--- config.mk ---
export PLATFORM = sky130hd
export DESIGN_NAME = cmul_top
export DESIGN_NICKNAME = d
export VERILOG_FILES = /design/src/rtl/cmul_pkg.sv /design/src/rtl/cmul_products.sv /design/src/rtl/cmul_scaler.sv /design/src/rtl/cmul_top.sv
export SDC_FILE = /design/constraint.sdc
export NUM_CORES = 2
export LEC_CHECK = 0
export ABC_CLOCK_PERIOD_IN_PS = 12300
export CAP_MARGIN = 20
export CORE_UTILIZATION = 30
export CTS_CLUSTER_DIAMETER = 200
export CTS_CLUSTER_SIZE = 14
export DETAILED_ROUTE_END_ITERATION = 7
export SYNTH_ARGS = -nofsm -noshare
export SYNTH_HDL_FRONTEND = slang
export SYNTH_SLANG_ARGS = --single-unit
--- constraint.sdc ---
create_clock -name clk -period 12.3 [get_ports clk]
set_input_delay 1.23 -clock clk [delete_from_list [all_inputs] [get_ports clk]]
set_output_delay 1.23 -clock clk [all_outputs]
set_load 0.01 [all_outputs]
--- src/rtl/cmul_pkg.sv ---
package cmul_pkg;
  // Scale choice carried with each operand pair.
  typedef enum logic {
    SCALE_FINE   = 1'b0,  // smaller shift
    SCALE_COARSE = 1'b1   // larger shift
  } scale_e;
endpackage

--- src/rtl/cmul_products.sv ---
// Full-precision complex product, combinational.
module cmul_products #(
  parameter int W = 20
) (
  input  logic [2*W-1:0]        a,
  input  logic [2*W-1:0]        b,
  output logic signed [2*W:0]   full [2]   // [0] real, [1] imaginary
);
  localparam int MW = 2 * W;

  logic signed [W-1:0]  ar, ai, br, bi;
  logic signed [MW-1:0] p_rr, p_ii, p_ri, p_ir;

  assign ar = a[2*W-1:W];
  assign ai = a[W-1:0];
  assign br = b[2*W-1:W];
  assign bi = b[W-1:0];

  always_comb begin
    p_rr = MW'(ar) * MW'(br);
    p_ii = MW'(ai) * MW'(bi);
    p_ri = MW'(ar) * MW'(bi);
    p_ir = MW'(ai) * MW'(br);
    full[0] = {p_rr[MW-1], p_rr} - {p_ii[MW-1], p_ii};
    full[1] = {p_ri[MW-1], p_ri} + {p_ir[MW-1], p_ir};
  end
endmodule

--- src/rtl/cmul_scaler.sv ---
// Round-half-up shift by one of two amounts, then clamp to OW bits.
module cmul_scaler
  import cmul_pkg::*;
#(
  parameter int IW        = 41,
  parameter int OW        = 20,
  parameter int SH_COARSE = 18,
  parameter int SH_FINE   = 14
) (
  input  logic signed [IW-1:0] din,
  input  scale_e               mode,
  output logic [OW-1:0]        dout
);
  localparam logic signed [IW:0] MAXV = {{(IW-OW+2){1'b0}}, {(OW-1){1'b1}}};
  localparam logic signed [IW:0] MINV = {{(IW-OW+2){1'b1}}, {(OW-1){1'b0}}};
  localparam logic signed [IW:0] ONE  = {{IW{1'b0}}, 1'b1};
  localparam logic signed [IW:0] BIAS_C = ONE <<< (SH_COARSE - 1);
  localparam logic signed [IW:0] BIAS_F = ONE <<< (SH_FINE - 1);

  logic signed [IW:0] ext, rnd_c, rnd_f, shifted;

  always_comb begin
    ext     = {din[IW-1], din};
    rnd_c   = ext + BIAS_C;
    rnd_f   = ext + BIAS_F;
    shifted = (mode == SCALE_COARSE) ? (rnd_c >>> SH_COARSE)
                                     : (rnd_f >>> SH_FINE);
    if (shifted > MAXV)      dout = MAXV[OW-1:0];
    else if (shifted < MINV) dout = MINV[OW-1:0];
    else                     dout = shifted[OW-1:0];
  end
endmodule

--- src/rtl/cmul_top.sv ---
module cmul_top
  import cmul_pkg::*;
#(
  parameter int W         = 20,
  parameter int SH_COARSE = 18,
  parameter int SH_FINE   = 14,
  parameter bit MID_REG   = 1'b1
) (
  input  logic           clk,
  input  logic           rst,
  input  logic           in_vld,
  input  logic [2*W-1:0] op_a,
  input  logic [2*W-1:0] op_b,
  input  logic           scale_sel,
  output logic           out_vld,
  output logic [2*W-1:0] prod
);
  localparam int PW = 2 * W + 1;

  logic signed [PW-1:0] full_c [2];
  logic signed [PW-1:0] mid_full [2];
  scale_e               mid_mode;
  logic                 mid_vld;
  logic [W-1:0]         part [2];

  cmul_products #(.W(W)) u_products (
    .a    (op_a),
    .b    (op_b),
    .full (full_c)
  );

  generate
    if (MID_REG) begin : g_mid
      always_ff @(posedge clk) begin
        if (rst) begin
          mid_vld     <= 1'b0;
          mid_mode    <= SCALE_FINE;
          mid_full[0] <= '0;
          mid_full[1] <= '0;
        end else begin
          mid_vld <= in_vld;
          if (in_vld) begin
            mid_mode    <= scale_e'(scale_sel);
            mid_full[0] <= full_c[0];
            mid_full[1] <= full_c[1];
          end
        end
      end
    end else begin : g_nomid
      assign mid_vld     = in_vld;
      assign mid_mode    = scale_e'(scale_sel);
      assign mid_full[0] = full_c[0];
      assign mid_full[1] = full_c[1];
    end
  endgenerate

  for (genvar c = 0; c < 2; c++) begin : g_part
    cmul_scaler #(
      .IW(PW), .OW(W), .SH_COARSE(SH_COARSE), .SH_FINE(SH_FINE)
    ) u_scaler (
      .din  (mid_full[c]),
      .mode (mid_mode),
      .dout (part[c])
    );
  end

  always_ff @(posedge clk) begin
    if (rst) begin
      out_vld <= 1'b0;
      prod    <= '0;
    end else begin
      out_vld <= mid_vld;
      if (mid_vld) prod <= {part[0], part[1]};
    end
  end
endmodule

==> load_flow_metrics.sql <==
INSERT INTO impl_metrics (metric_group, metric, value, unit) VALUES
('critical_path', 'critPathArrivalTime', '10.50', 'ns'),
('global_routing', 'globalRoute.totalOverflow', '0', ''),
('timing', 'slew_viol_final', '0', ''),
('critical_path', 'critical_path.reg2reg.startpoint', 'mid_full[0][64]$_SDFFCE_PN0P_', ''),
('timing', 'timing.slew.headroom', '18.3', '%'),
('routing', 'route.detailed.vias_per_inst', '4.69', ''),
('floorplan', 'floorplan.core_area', '222000', 'sq um'),
('placement', 'pre_cts_slack', '1.79', 'ns'),
('synthesis', 'post_synth_main_area_contributors', 'fa_1 (55%), inv_1 (11%), and2_1 (8.6%)', ''),
('synthesis', 'yosys.area_share.simple', '15.6', '%'),
('status', 'run_status', 'complete, no violations', ''),
('critical_path', 'crit_type', 'input pin to flip-flop', ''),
('synthesis', 'synth.yosys.seq_area_share', '3.79', '%'),
('synthesis', 'synth-compound-area-share', '2.79', '%'),
('critical_path', 'cp_top_family', 'adder cells', ''),
('clocking', 'cts.hold.buffers_added', '0', ''),
('synthesis', 'post_synth_fa_ha_maj_area_fraction', '62.2', '%'),
('flow_run', 'maxCapViolCount', '0', ''),
('routing', 'detail_route.wl_per_cell', '20.0', 'um'),
('synthesis', 'yosys_top_cell_by_area', 'fa_1', ''),
('clocking', 'postCtsSetupRepairBufs', '0', ''),
('synthesis', 'synth.cell_area', '67000', 'sq um'),
('timing', 'rsz_0062_raised_after_global_routing', 'false', ''),
('min_path', 'min_from', 'prod[24]$_SDFFE_PP0P_', ''),
('global_routing', 'grt_pass1_wl', '317', 'mm'),
('routing', 'total_wirelength_of_the_detailed_routed_design', '201', 'mm'),
('synthesis', 'synth_top_family_by_area', 'adder cells', ''),
('global_routing', 'groute.usage.overall', '18.4', '%'),
('critical_path', 'crit_path_start_kind', 'input pin', ''),
('min_path', 'type_of_the_tightest_min_delay_check', 'flip-flop to flip-flop', ''),
('critical_path', 'crit_start', 'op_b[37]', ''),
('clocking', 'clkSlewWorstSetupHoldPaths', '0.08', 'ns'),
('floorplan', 'chipHeight', '475', 'um'),
('clocking', 'cts_max_path_buffers', '2', ''),
('placement', 'placedInstanceArea', '70900', 'sq um'),
('synthesis', 'postSynthRegisterBits', '99', ''),
('critical_path', 'cp_num_buf_inv', '3', ''),
('layout', 'drive_gt1_share', '2.92', '%'),
('critical_path', 'path_cells', 'clkdlybuf4s50_1, buf_4, nand2_1, fa_1, fa_1, fa_1, inv_1, fa_1, fa_1, fa_1, fa_1, fa_1, ha_1, a21o_1, a21o_1, a21oi_1, o2111ai_1, a21boi_0, o31ai_1, a211oi_1, xor2_1, nor2_1', ''),
('timing', 'hold_viol', '0', ''),
('clocking', 'clock-sinks', '99', ''),
('clocking', 'clk_latency', '0.40', 'ns'),
('critical_path', 'critical_path.endpoint_type', 'flip-flop', ''),
('timing', 'crit_path_setup_slack_layout', '1.93', 'ns'),
('timing', 'aggregate_negative_setup_slack', '0', 'ns'),
('clocking', 'cts_root_buffer', 'clkbuf_16', ''),
('placement', 'port-buffer-count', '124', ''),
('synthesis', 'ys.warnings.count', '0', ''),
('routing', 'drt_drc_violations_left', '0', ''),
('floorplan', 'dieArea', '225000', 'sq um'),
('clocking', 'cts_inserted_buffers', '9', ''),
('global_routing', 'first_global_vias', '52994', ''),
('placement', 'place.gp.congestion', '0.917', ''),
('synthesis', 'synth_mux_area_share', '0.243', '%'),
('timing', 'post-route-min-period', '10.37', 'ns'),
('global_routing', 'grt_antenna_before_repair', '36', ''),
('routing', 'drtIter0Drc', '3305', ''),
('routing', 'num_vias', '46927', ''),
('floorplan', 'initial_core_util', '30.2', '%'),
('routing', 'drtAntennaViolNets', '0', ''),
('critical_path', 'worstPathMaxFanout', '26', ''),
('floorplan', 'number_of_placement_rows', '173', ''),
('layout', 'design_area', '71200', 'sq um'),
('floorplan', 'num_io_pins', '125', ''),
('timing', 'actual_transition_at_the_worst_max_transition_pin', '1.23', 'ns'),
('critical_path', 'critical_path_cell_with_the_highest_stage_delay', 'clkdlybuf4s50_1', ''),
('synthesis', 'synth_nets', '9478', ''),
('timing', 'finalSetupViolations', '0', ''),
('critical_path', 'crit_top_cell', 'fa_1', ''),
('timing', 'period_share', '84.3', '%'),
('critical_path', 'worst-endpoint-required', '12.43', 'ns');
worst reg2reg max path: stages (launching register included):
cell and delay (ns):
edfxtp_1 0.82, nand4_1 0.31, nor3_1 0.62, nand4_1 0.20, xor2_1 0.18, mux2i_1 0.25
nand3_1 0.17, o41ai_4 0.86, o211ai_1 0.39, a211oi_1 0.31
layout make-up:
type | count | area (sq um)
repair buffers | 214 | 1570
inverters | 1952 | 7330
clock inverters | 7 | 73.8
fillers | 22955 | 151000
multi-input cells | 4741 | 55700
well taps | 2975 | 3720
diodes | 6 | 15.0
clock buffers | 9 | 225
flip-flops and latches | 99 | 2540
metal layers:
| metal | GRT usage (%) | part of all wire (%) | wire (um) |
|---|---|---|---|
| met5 | 0 | 0.13 | 263 |
| met1 | 25.2 | 43 | 86900 |
| met2 | 30.1 | 46 | 92600 |
| met3 | 3.67 | 8.2 | 16500 |
| met4 | 3.53 | 2.1 | 4260 |
synth_stat cells, types with 7 or more instances:
cell,number
dfxtp_1,43
nor2b_1,10
nand2_1,696
nand3_1,46
edfxtp_1,56
and2_1,918
inv_1,1948
mux2i_1,14
xor2_1,61
o211ai_1,19
and3_1,18
nor2_1,198
o21a_1,9
a211oi_1,16
fa_1,1834
nand4_1,30
clkbuf_1,353
nand2b_1,27
xnor2_1,113
a21o_1,47
a21oi_1,96
ha_1,398
or3_1,7
o21ai_0,43
nor3_1,45
a211oi_2,7
buf_2,9
nor4_1,13
worst paths after layout:
kind / endpoint / slack (ns) / depth (start not counted)
setup reg to reg: prod[3]$_SDFFE_PP0P_ / 8.09 / 9
hold reg to reg: prod[24]$_SDFFE_PP0P_ / 0.49 / 2
setup / recovery: mid_full[0][35]$_SDFFCE_PN0P_ / 1.93 / 22
hold / removal: prod[24]$_SDFFE_PP0P_ / 0.49 / 2
per-stage QoR:
step,hold WS [ns],util [%],instances
after floorplan,0.498,-,7162
after global placement,0.476,31.9,9980
after detailed placement,0.474,31.9,9980
after CTS,0.486,32.0,9996
after global routing,0.505,32.0,9997
final,0.485,32.1,10003
kinds of logic after synthesis:
| family | count (synthesis) |
|---|---|
| AO/OA/AOI/OAI | 284 |
| XOR/XNOR | 175 |
| adder cells (fa/ha/maj) | 2232 |
| buffers and inverters | 2322 |
| flip-flops | 99 |
| multiplexers | 16 |
| AND/OR/NAND/NOR | 2034 |
state kept, by name (all words and copies together), names as in the netlist:
signal	count
mid_full	56
mid_mode	1
mid_vld	1
out_vld	1
prod	40
layout by cell type, fill, tap and decap left out, types with 5 or more instances in the layout:
cell type	synthesis	final
a31oi_1	6	6
a211oi_2	7	7
nor3b_1	6	6
o21bai_1	6	6
nand3_1	46	46
buf_4	2	89
diode_2	0	6
o21ai_0	43	43
fa_1	1834	1834
nand4_1	30	30
inv_1	1948	1948
nand2b_1	27	26
clkdlybuf4s50_1	0	53
nor2_1	198	198
xor2_1	61	61
and2_1	918	918
o211ai_1	19	19
buf_2	9	71
mux2i_1	14	14
and4_1	6	6
or3_1	7	7
edfxtp_1	56	56
ha_1	398	398
nor3_1	45	45
nor2b_1	10	10
a211oi_1	16	16
xnor2_1	113	113
clkbuf_16	0	9
o21a_1	9	9
or2_2	5	5
nor4_1	13	13
nand2_1	696	696
dfxtp_1	43	42
a21o_1	47	47
and3_1	18	18
a21oi_1	96	96
Power is left out: the tool's default activity adds up to more than one toggle a clock period on the data nets, which glitch-free logic cannot reach.
